### src/rtl/burst_pkg.sv
package burst_pkg;
  localparam int OFF_W = 2;

  typedef enum logic {
    ORD_LINEAR     = 1'b0,
    ORD_INTERLEAVE = 1'b1
  } order_e;

  typedef struct packed {
    logic load;
    logic step;
  } burst_ctl_t;
endpackage

### src/rtl/burst_ctrl.sv
module burst_ctrl
  import burst_pkg::*;
(
  input  logic       clkEn,
  input  logic       advLoad,
  output burst_ctl_t ctl
);
  always_comb begin
    ctl      = '0;
    ctl.load = clkEn & ~advLoad;
    ctl.step = clkEn & advLoad;
  end
endmodule

### src/rtl/burst_datapath.sv
module burst_datapath
  import burst_pkg::*;
#(
  parameter int ADDR_W = 16
) (
  input  logic              clk,
  input  logic              rstN,
  input  burst_ctl_t        ctl,
  input  logic [ADDR_W-1:0] baseAddr,
  input  logic              orderSel,
  output logic [ADDR_W-1:0] curAddr,
  output order_e            curMode
);
  localparam int HI_W = ADDR_W - OFF_W;

  logic [HI_W-1:0]  hiQ;
  logic [OFF_W-1:0] offQ;
  logic [OFF_W-1:0] cntQ;
  order_e           modeQ;
  logic [OFF_W-1:0] lowBits;

  always_ff @(posedge clk or negedge rstN) begin
    if (!rstN) begin
      hiQ   <= '0;
      offQ  <= '0;
      cntQ  <= '0;
      modeQ <= ORD_LINEAR;
    end else if (ctl.load) begin
      hiQ   <= baseAddr[ADDR_W-1:OFF_W];
      offQ  <= baseAddr[OFF_W-1:0];
      cntQ  <= '0;
      modeQ <= order_e'(orderSel);
    end else if (ctl.step) begin
      cntQ  <= cntQ + 1'b1;
    end
  end

  always_comb begin
    case (modeQ)
      ORD_INTERLEAVE: lowBits = offQ ^ cntQ;
      default:        lowBits = offQ + cntQ;
    endcase
  end

  assign curAddr = {hiQ, lowBits};
  assign curMode = modeQ;
endmodule

### src/rtl/burst_addr_gen.sv
module burst_addr_gen
  import burst_pkg::*;
#(
  parameter int ADDR_W = 16
) (
  input  logic              clk,
  input  logic              rstN,
  input  logic              clkEn,
  input  logic              advLoad,
  input  logic [ADDR_W-1:0] baseAddr,
  input  logic              orderSel,
  output logic [ADDR_W-1:0] curAddr
);
  burst_ctl_t ctl;
  order_e     curMode;

  burst_ctrl u_ctrl (
    .clkEn   (clkEn),
    .advLoad (advLoad),
    .ctl     (ctl)
  );

  burst_datapath #(.ADDR_W(ADDR_W)) u_dp (
    .clk      (clk),
    .rstN     (rstN),
    .ctl      (ctl),
    .baseAddr (baseAddr),
    .orderSel (orderSel),
    .curAddr  (curAddr),
    .curMode  (curMode)
  );
endmodule

### config.mk
export PLATFORM = sky130hd
export DESIGN_NAME = burst_addr_gen
export DESIGN_NICKNAME = d
export VERILOG_FILES = /design/src/rtl/burst_pkg.sv /design/src/rtl/burst_ctrl.sv /design/src/rtl/burst_datapath.sv /design/src/rtl/burst_addr_gen.sv
export SDC_FILE = /design/constraint.sdc
export NUM_CORES = 1
export LEC_CHECK = 0
export BUFFER_PORTS_ARGS = -buffer_cell sky130_fd_sc_hd__buf_2
export CAP_MARGIN = 30
export CORE_AREA = 2 2 49 51
export DETAILED_ROUTE_END_ITERATION = 6
export DIE_AREA = 0 0 51 53
export PLACE_DENSITY = 0.67
export SLEW_MARGIN = 20
export SYNTH_ARGS = -nofsm -noshare
export SYNTH_HDL_FRONTEND = slang
export SYNTH_SLANG_ARGS = --single-unit
### constraint.sdc
create_clock -name clk -period 2.2 [get_ports clk]
set_clock_uncertainty 0.05 [all_clocks]
set_input_delay 0.11 -clock clk [delete_from_list [all_inputs] [get_ports clk]]
set_output_delay 0.11 -clock clk [all_outputs]
set_load 0.01 [all_outputs]
==> run summary, run 1 <==
Seq/Total Area, Yosys -> 57.58%
Tcrit/Tclk final -> 70.59%
H-tree levels -> 1
Placed cells -> 111
Type of origin of the critical path -> input pin
Initial DRC count -> 1
Worst slew margin -> 59.65%
Setup WS post-layout -> 0.6470 ns
Layout area overhead -> 48.49%
Chip width -> 51 µm
DP HPWL -> 1074 µm
Post-Layout Cell Count -> 134
Unique masters post-synth -> 15
Final min period -> 1.553 ns
Largest net degree at the start of global routing -> 20
Reg2reg start -> u_dp.cntQ[1]$_DFFE_PN0P_
First-pass GRT wire length -> 2704 µm
Skew-Pair Late Insertion Delay -> 0.30 ns
Post-Synthesis Cell Area -> 825.8 µm²
Worst Path Arrival -> 1.70 ns
Synthesized area per cell -> 16.85 µm²
Synthesized flop and latch total -> 19
Cts repair resizes -> 0
Worst vdd ir -> 0.3286 mV
Endpoints failing hold -> 0
Layout cells sized above 1 -> 53.77%
Kind of critical path -> input pin to flop
Pre-antenna DRT Iters -> 2
CTS Root Cell -> clkbuf_4
Total gr overflow -> 0
GPL Wtd Cong -> 0.6049
P per Cell Area -> 687.9 nW/µm²
Post CTS Setup Buffer Count -> 0
Fin. max-slew vios -> 0
Mapped Cells -> 49
Drt wl/cell -> 12.81 µm
Post-DRT Antenna Nets -> 0
Worst slack, placed -> 0.8656 ns
RSZ-0062 raised after global routing -> false
Crit path launch -> clkEn
Pleak -> 0.5990 nW
Mapped Nets -> 71
Crit Path Max Fanout -> 17
CTS tree -> done
# port buffers -> 36
Starting Density -> 38.44%
DR DRC count -> 0
Power after layout -> 0.8434 mW
TritonCTS Buffers -> 3
Ys Warns -> 0
Vias in the first global route -> 642
Clk pin slew, worst setup/hold paths -> 0.10 ns
Worst setup EP type -> flop
DIE HEIGHT -> 53 µm
Status -> finished clean
Post-cts hold buffer count -> 19
GRT Total Usage -> 14.27%
I/O pin count -> 37
Die ar. -> 2703 µm²
DR vias/cell -> 4.582
Sink Count -> 19
Hold slack -> 0.06468 ns
Final WL -> 1717 µm
Core area -> 2148 µm²
Max_cap viols -> 0
Vias -> 614
Initial antenna violation count -> 0
Row cnt -> 17
Setup-failing EPs final -> 0
Ant diodes -> 0
HP Class -> input pin to flop
CTS Buffer Depth -> 2
Fin Setup TNS -> 0 ns
CP required -> 2.35 ns
Hold Crit Start -> advLoad
Nets -> 129
Slew @ Worst Pin -> 0.6039 ns
Maximum clock rate -> 0.6439 GHz
[report_power, final]
group / leakage, nW / internal [mW] / total, mW / switching [mW]
Clock: 0.0150 / 0.0708 / 0.181 / 0.110
Sequential: 0.225 / 0.401 / 0.432 / 0.0311
Combinational: 0.359 / 0.141 / 0.231 / 0.0896
Total: 0.599 / 0.613 / 0.843 / 0.230
[state kept, by name, indices dropped and copies added, names as in the netlist]
register,count
u_dp.offQ,2
u_dp.hiQ,14
u_dp.curMode,1
u_dp.cntQ,2
[worst paths after layout]
kind	end	slack, ns	cells past startpoint
max in group asynchronous	u_dp.hiQ[6]$_DFFE_PN0P_	1.59	2
worst min-delay path	u_dp.cntQ[0]$_DFFE_PN0P_	0.06	3
min in group asynchronous	u_dp.cntQ[0]$_DFFE_PN0P_	0.21	2
worst max register to register	u_dp.cntQ[1]$_DFFE_PN0P_	1.33	2
worst min register to register	u_dp.hiQ[5]$_DFFE_PN0P_	0.46	1
worst max-delay path	u_dp.hiQ[6]$_DFFE_PN0P_	0.65	4
[layer usage]
| metal | up-vias | wire (µm) | global-route usage (%) |
|---|---|---|---|
| met2 | 17 | 937 | 25.11 |
| li1 | 285 | - | - |
| met3 | 5 | 66 | 2.825 |
| met4 | 0 | 47 | 10.81 |
| met5 | - | 0 | 0 |
| met1 | 307 | 665 | 15.00 |
[critical path, cell delays in order]
cell and delay (ns):
dlygate4sd3_1 0.52, buf_2 0.13, nor2b_4 0.53, mux2_2 0.40
[final cells by class]
cell class / count / area (µm²)
inverters: 1 / 3.754
well taps: 28 / 35.03
repair buffers: 55 / 370.4
fillers: 195 / 922.1
flip-flops and latches: 19 / 475.5
clock buffers: 4 / 26.28
multi-input cells: 27 / 315.3
[stage by stage]
stage,utilization [%],cell area (µm²)
6_report,57.08,1226
5_1_grt,57.08,1226
4_1_cts,57.08,1226
3_5_place_dp,47.00,1010
3_3_place_gp,47.00,1010
2_1_floorplan,-,825.8
[cell usage after synthesis]
master	n	area, µm²
mux2i_1	1	10.01
buf_6	1	11.26
xnor2_1	2	17.52
dfrtp_1	19	475.5
mux2_2	7	78.83
mux2_4	10	150.1
nor2b_4	1	13.76
nand2b_1	1	6.260
o221ai_1	1	8.760
buf_12	1	20.02
ha_1	1	12.51
nand3b_1	1	7.510
inv_1	1	3.750
nor2b_1	1	6.260
nand2_1	1	3.750
[cell usage in the layout, fill, tap and decap left out, types with 2 or more instances in the layout]
master         instances
mux2_2                 7
mux2_4                10
clkbuf_4               3
xnor2_1                2
dfrtp_1               19
buf_2                 36
dlygate4sd3_1         19
[cell families (layout without fill, tap and decap cells)]
group                      count (synthesis)  after routing  synth area share (%)
DFF                                       19             19                 57.58
muxes                                     18             18                 28.94
and+or+nand+nor                            5              5                 4.546
buffers and inverters                      3             60                 4.242
xor gates and xnor gates                   2              2                 2.122
adders and majority gates                  1              1                 1.515
AOI/OAI and AO/OA                          1              1                 1.061
No activity file was read; power rests on OpenSTA's default activity.
==> run 2, diff against run 1 <==
- ABC_AREA: not set -> 1
- CORE_AREA: 2 2 49 51 -> 2 2 48 50
- DIE_AREA: 0 0 51 53 -> 0 0 50 52
- PLACE_DENSITY: 0.67 -> 0.68
- clock period: 2.2 -> 1.6 ns (I/O delays scaled with it)
==> run 2 against run 1 <==
Sequential power rose by 34%; critical path depth is 2 higher; critical endpoint is now curAddr[1]; clock power up 32%; global-route usage increased by 1.5 points; die area decreased by 3.8%; hold slack better by 0.0033 ns; first-iteration DRC count rose to 10 times the previous value; synthesized cell count rose by 94%; combinational power is 15% higher; register-to-register slack got worse by 0.59 ns.
==> run summary, run 2 <==
Status -> finished clean
FFs w/ async S/R, synth -> 100.0% (unchanged)
Reg2reg end -> u_dp.cntQ[1]$_DFFE_PN0P_
Met2 Track Usage GR -> 28.07% (+3.0 points)
Core area -> 2106 µm² (-2.0%)
Clock power frac -> 22.1% (+0.7 points)
Drt wl/cell -> 10.41 µm (-19%)
Slowest stage cell, crit path -> dfrtp_1
Cells along the critical path -> ha_1 > nand2_1 > nand3_1 > nand2_1 > inv_1 > buf_2
Most used cell, CP -> nand2_1
Type of origin of the critical path -> flop
CP required -> 1.47 ns (-0.88 ns)
Synth top area share -> 59.56% (+2.0 points)
Synthesized flop and latch total -> 19 (unchanged)
Pleak -> 0.6944 nW (+16%)
Skew-Pair Late Insertion Delay -> 0.29 ns (about the same)
Worst Path Arrival -> 1.27 ns (-0.43 ns)
Slew @ Worst Pin -> 0.4192 ns (-0.1847 ns)
Vias -> 755 (+23%)
GPL Wtd Cong -> 0.7449 (+23%)
Starting Density -> 37.91% (-0.53 points)
Tcrit/Tclk final -> 87.31%
Met1 global-route usage -> 18.74% (+3.7 points)
Post CTS Setup Buffer Count -> 0 (unchanged)
Max reg flops -> 14 (unchanged)
Vias in the first global route -> 705 (+9.8%)
Reg2reg start -> u_dp.cntQ[1]$_DFFE_PN0P_
Largest area contributor in the netlist -> dfrtp_1
Setup slack, reg-to-reg -> 0.74 ns (-0.59 ns)
Initial antenna violation count -> 0 (unchanged)
Seq/Total Area, Yosys -> 59.56% (+2.0 points)
Unique masters post-synth -> 11 (-4)
DR vias/cell -> 4.218 (-7.9%)
Setup-failing EPs final -> 0 (unchanged)
Post-synth top cells -> 54 x nand2_1, 19 x dfrtp_1, 7 x inv_1
GRT Total Usage -> 15.80% (+1.5 points)
DIE HEIGHT -> 52 µm (-1.9%)
Worst setup EP type -> output pin
Number of synthesized flops with an enable pin -> 0 (unchanged)
DP HPWL -> 1163 µm (+8.3%)
Worst vdd ir -> 0.6263 mV (+91%)
Endpoints failing hold -> 0 (unchanged)
HP Class -> input pin to flop
Largest net degree at the start of global routing -> 20 (unchanged)
Hold EP -> u_dp.cntQ[0]$_DFFE_PN0P_
Post-Layout Inst Area -> 1205 µm² (-1.7%)
Nets -> 174 (+35%)
Net Sw Frac -> 29.70% (+2.4 points)
Mapped Nets -> 117 (+65%)
TritonCTS Buffers -> 3 (unchanged)
Final WL -> 1864 µm (+8.6%)
Worst r2r path cells -> 3 (+1)
Clk pin slew, worst setup/hold paths -> 0.11 ns (about the same)
Fin Setup TNS -> 0 ns (unchanged)
Hold Crit Depth -> 4 (+1)
Placed Area -> 997.2 µm² (-1.2%)
Total gr overflow -> 0 (unchanged)
Int Pwr -> 0.7617 mW (+24%)
Mapped Cells -> 95 (+94%)
I/O pin count -> 37 (unchanged)
RSZ-0062 raised after global routing -> false
Register with the most flip-flops -> u_dp.hiQ
Die ar. -> 2600 µm² (-3.8%)
Ant diodes -> 0 (unchanged)
Hold Crit Start -> clkEn
Logic gate share of total power -> 24.6% (-2.8 points)
NetSw -> 0.3217 mW (+40%)
CTS tree -> done
Kind of critical path -> flop to output pin
Final min period -> 1.397 ns
P per Cell Area -> 899.2 nW/µm² (+31%)
Power after layout -> 1.083 mW (+28%)
Post-DRT Antenna Nets -> 0 (unchanged)
Chip width -> 50 µm (-2.0%)
Pre-antenna DRT Iters -> 4 (+2)
CTS Buffer Depth -> 2 (unchanged)
Row cnt -> 17 (unchanged)
Fin. max-slew vios -> 0 (unchanged)
Layout area overhead -> 50.94%
CTS Root Cell -> clkbuf_4
Final Util -> 57.22% (+0.14 points)
Commonest register cell after synthesis -> dfrtp_1
Sink Count -> 19 (unchanged)
First-pass GRT wire length -> 3008 µm (+11%)
Maximum clock rate -> 0.7159 GHz
Layout cells sized above 1 -> 27.81% (-26 points)
Top flop regs -> u_dp.hiQ x14, u_dp.cntQ x2, u_dp.offQ x2
H-tree levels -> 1 (unchanged)
Count leader, synth -> nand2_1
GRT met3 Usage -> 3.448% (+0.62 points)
Worst slew margin -> 72.05% (+12 points)
Synthesized area per cell -> 8.403 µm² (-50%)
Ys Warns -> 0 (unchanged)
Grt peak-use layer -> met2
Most common cell after layout, fill and taps aside -> nand2_1
Post-Synthesis Cell Area -> 798.3 µm² (-3.3%)
Most frequent cells in the layout -> 54 x nand2_1, 36 x buf_2, 19 x dfrtp_1
Max_cap viols -> 0 (unchanged)
Top cells by area, synth -> dfrtp_1 60%, nand2_1 25%, inv_1 3.3%, o21ai_0 2.5%, nor2_1 1.9%
Initial DRC count -> 10 (+9)
Seq pwr share -> 53.4% (+2.2 points)
Crit Path Max Fanout -> 3 (-14)
# port buffers -> 36 (unchanged)
DR DRC count -> 0 (unchanged)
CP max stage delay -> 0.41 ns (-0.12 ns)
-- run 2: routing by layer --
layer | up-vias | wire [µm]
li1 | 394 | -
met1 | 337 | 827
met2 | 24 | 945
met3 | 0 | 92
met4 | 0 | 0
met5 | - | 0
-- run 2: how the worst max path moves through the flow --
stage                              from         end  slack [ns]  depth (start not counted)
2_1_floorplan  u_dp.cntQ[0]$_DFFE_PN0P_  curAddr[1]        0.65                          6
4_1_cts        u_dp.cntQ[0]$_DFFE_PN0P_  curAddr[1]        0.18                          6
6_report       u_dp.cntQ[0]$_DFFE_PN0P_  curAddr[1]        0.20                          6
3_5_place_dp   u_dp.cntQ[0]$_DFFE_PN0P_  curAddr[1]        0.53                          6
5_1_grt        u_dp.cntQ[0]$_DFFE_PN0P_  curAddr[1]        0.11                          7
3_3_place_gp   u_dp.cntQ[0]$_DFFE_PN0P_  curAddr[1]        0.55                          6
-- run 2: what timing repair did --
item / in CTS / in global routing
gates resized for setup: 0 / 0
endpoints found under the setup margin: 0 / 0
hold buffers: 18 / 0
endpoints found under the hold margin: 36 / 0
-- run 2: cell families after synthesis --
family | after synthesis | share of synthesized area (%)
AOI/OAI and AO/OA | 4 | 2.508
DFF | 19 | 59.56
and+or+nand+nor | 61 | 29.94
buffers and inverters | 10 | 6.426
adders and majority gates | 1 | 1.567
-- run 2: through the flow --
step                hold slack (ns)  instances  setup WS [ns]
finish                      0.06799        179         0.2031
global route                0.07466        179         0.1128
CTS                         0.05731        179         0.1770
detailed placement        -0.005563        157         0.5273
global placement           -0.01045        157         0.5492
floorplan                   -0.2656         95         0.6486
-- run 2: cell type report --
type	count	area, µm²
clock inverters	1	5.005
clock buffers	3	22.52
inverters	8	35.03
flip-flops and latches	19	475.5
fillers	195	900.9
repair buffers	54	360.3
multi-input cells	66	271.5
well taps	28	35.03
-- run 2: worst max-delay path, delay by kind of cell (launching register included) --
family                   cells  cell delay [ns]
adder cells (fa/ha/maj)      1             0.21
AND/OR/NAND/NOR              3             0.19
flip-flops                   1             0.41
buffers and inverters        2             0.15
-- run 2: power by group through the flow --
stage	combinational (mW)	clock, mW	sequential, mW
3_3_place_gp	0.231	0	0.584
5_1_grt	0.301	0.272	0.587
6_report	0.266	0.239	0.578
4_1_cts	0.270	0.251	0.578
2_1_floorplan	0.109	0	0.605
3_5_place_dp	0.237	0	0.587
==> run 3, diff against run 2 <==
- SETUP_SLACK_MARGIN: not set -> 0.4
==> run 3 against run 2 <==
Sequential cell count is the same; final cell count up 1.7%; hold slack worse by 0.0024 ns; sequential share of layout area is 1.3 points lower; critical path type unchanged; largest cell class unchanged; largest power group unchanged; highest routed layer unchanged.
==> run summary, run 3 (synthesis gave the netlist of run 2 again) <==
Core area -> 2106 µm² (unchanged)
Most common cell after layout, fill and taps aside -> nand2_1
H-tree levels -> 1 (unchanged)
Initial antenna violation count -> 0 (unchanged)
Final min period -> 1.372 ns (-0.02508 ns)
Nets -> 177 (+1.7%)
Max_cap viols -> 0 (unchanged)
Chip width -> 50 µm (unchanged)
Pleak -> 0.7108 nW (+2.4%)
Setup WS post-layout -> 0.2281 ns (+0.02508 ns)
Pre-antenna DRT Iters -> 4 (unchanged)
Total gr overflow -> 0 (unchanged)
Logic gate share of total power -> 26.6% (+2.0 points)
Crit Path Max Fanout -> 2 (-1)
Status -> finished clean
Largest net degree at the start of global routing -> 20 (unchanged)
Tcrit/Tclk final -> 85.74% (-1.6 points)
P per Cell Area -> 896.5 nW/µm² (-0.30%)
Most frequent cells in the layout -> 54 x nand2_1, 35 x buf_2, 19 x dfrtp_1
Fin Setup TNS -> 0 ns (unchanged)
Worst slack, placed -> 0.5273 ns (unchanged)
CTS Buffer Depth -> 2 (unchanged)
DR vias/cell -> 4.203 (-0.35%)
Die ar. -> 2600 µm² (unchanged)
Skew-Pair Late Insertion Delay -> 0.29 ns (about the same)
Kind of critical path -> flop to output pin
Worst vdd ir -> 0.6331 mV (+1.1%)
I/O pin count -> 37 (unchanged)
Worst slew margin -> 72.18% (+0.13 points)
Register with the most flip-flops -> u_dp.hiQ
Post-DRT Antenna Nets -> 0 (unchanged)
First-pass GRT wire length -> 3084 µm (+2.5%)
Row cnt -> 17 (unchanged)
Multi-input combinational cell area -> 284.0 µm² (+4.6%)
Worst Path Arrival -> 1.24 ns (-0.03 ns)
Seq pwr share -> 51.9% (-1.5 points)
Net Sw Frac -> 29.61% (-0.082 points)
Vias in the first global route -> 718 (+1.8%)
Layout area overhead -> 56.11%
Slew @ Worst Pin -> 0.4173 ns (-0.001921 ns)
TritonCTS Buffers -> 3 (unchanged)
Layout cells sized above 1 -> 29.87% (+2.1 points)
Drt wl/cell -> 10.51 µm (+0.94%)
Sink Count -> 19 (unchanged)
Endpoints failing hold -> 0 (unchanged)
Setup-failing EPs final -> 0 (unchanged)
Int Pwr -> 0.7863 mW (+3.2%)
CTS Root Cell -> clkbuf_4
DIE HEIGHT -> 52 µm (unchanged)
NetSw -> 0.3309 mW (+2.8%)
Vias -> 765 (+1.3%)
DR DRC count -> 0 (unchanged)
Clock power frac -> 21.4% (-0.7 points)
Layout filler cell count -> 189 (-3.1%)
Maximum clock rate -> 0.7289 GHz (+1.8%)
Worst setup EP type -> output pin
Type of origin of the critical path -> flop
DP HPWL -> 1163 µm (unchanged)
Max reg flops -> 14 (unchanged)
CP required -> 1.47 ns (about the same)
HP Class -> input pin to flop
# port buffers -> 36 (unchanged)
Final WL -> 1913 µm (+2.6%)
CTS tree -> done
GPL Wtd Cong -> 0.7449 (unchanged)
Top flop regs -> u_dp.hiQ x14, u_dp.cntQ x2, u_dp.offQ x2
RSZ-0062 raised after global routing -> true
Clk pin slew, worst setup/hold paths -> 0.11 ns (about the same)
Starting Density -> 37.91% (unchanged)
Reg area -> 475.5 µm² (unchanged)
Initial DRC count -> 10 (unchanged)
GRT Total Usage -> 16.24% (+0.44 points)
Fin. max-slew vios -> 0 (unchanged)
Ant diodes -> 0 (unchanged)
==> run 3: changes by cell type in the layout (fill, tap and decap cells not counted) <==
cell / delta
buf_4: +3
buf_2: -1
buf_6: +1
ha_1: -1
ha_4: +1
==> run 3: area by class of cell <==
| cell class | count | share of cell area, % |
|---|---|---|
| inverter | 8 | 2.811 |
| clock inverter | 1 | 0.4016 |
| sequential | 19 | 38.15 |
| multi-input combinational | 66 | 22.79 |
| timing repair buffer | 57 | 31.22 |
| clock buffer | 3 | 1.807 |
| tap | 28 | 2.811 |
==> run 3: metrics by stage <==
stage / cells / utilization, % / instance area [µm²] / hold WS [ns] / total power, mW
2_1_floorplan: 95 / - / 798.3 / -0.2656 / 0.7137
3_3_place_gp: 157 / 47.36 / 997.2 / -0.01045 / 0.8146
3_5_place_dp: 157 / 47.36 / 997.2 / -0.005563 / 0.8233
4_1_cts: 181 / 58.82 / 1239 / 0.05521 / 1.126
5_1_grt: 182 / 59.18 / 1246 / 0.07229 / 1.193
6_report: 182 / 59.18 / 1246 / 0.06558 / 1.117
==> run 3: routing by layer <==
layer	track usage (%)	vias to the layer above	share of wire, %
met4	5.556	0	0
met1	19.11	341	44
li1	-	400	-
met5	0	-	0
met2	29.17	24	51
met3	3.448	0	4.8
==> run 3: power groups by stage <==
stage / Clock (mW) / Sequential (mW) / Combinational [mW]
after global routing: 0.272 / 0.589 / 0.333
after CTS: 0.251 / 0.580 / 0.294
after detailed placement: 0 / 0.587 / 0.237
after global placement: 0 / 0.584 / 0.231
after floorplan: 0 / 0.605 / 0.109
final: 0.239 / 0.580 / 0.297
==> run 3: timing repair <==
action / 4_1_cts / 5_1_grt
buffers inserted: 2 / 1
gates resized for setup: 3 / 0
endpoints found under the setup margin: 2 / 2
hold buffers: 18 / 0
pin swaps: 0 / 1
endpoints found under the hold margin: 36 / 0
==> run 3: final timing paths <==
| path | startpoint | endpoint | slack, ns | cells past startpoint |
|---|---|---|---|---|
| setup / recovery | u_dp.offQ[0]$_DFFE_PN0P_ | curAddr[1] | 0.23 | 7 |
| hold / removal | clkEn | u_dp.cntQ[0]$_DFFE_PN0P_ | 0.07 | 4 |
| setup reg to reg | u_dp.cntQ[0]$_DFFE_PN0P_ | u_dp.cntQ[1]$_DFFE_PN0P_ | 0.63 | 5 |
| hold reg to reg | u_dp.hiQ[4]$_DFFE_PN0P_ | u_dp.hiQ[4]$_DFFE_PN0P_ | 0.44 | 2 |
| max in group asynchronous | rstN | u_dp.hiQ[12]$_DFFE_PN0P_ | 1.02 | 2 |
| min in group asynchronous | rstN | u_dp.cntQ[0]$_DFFE_PN0P_ | 0.19 | 2 |
==> run 3: worst max-delay path: stages, from the launching register on <==
cell and delay (ns):
dfrtp_1 0.41, ha_4 0.15, inv_1 0.03, nor2_1 0.08, nand3_1 0.07, nand2_1 0.06
inv_1 0.03, buf_2 0.12
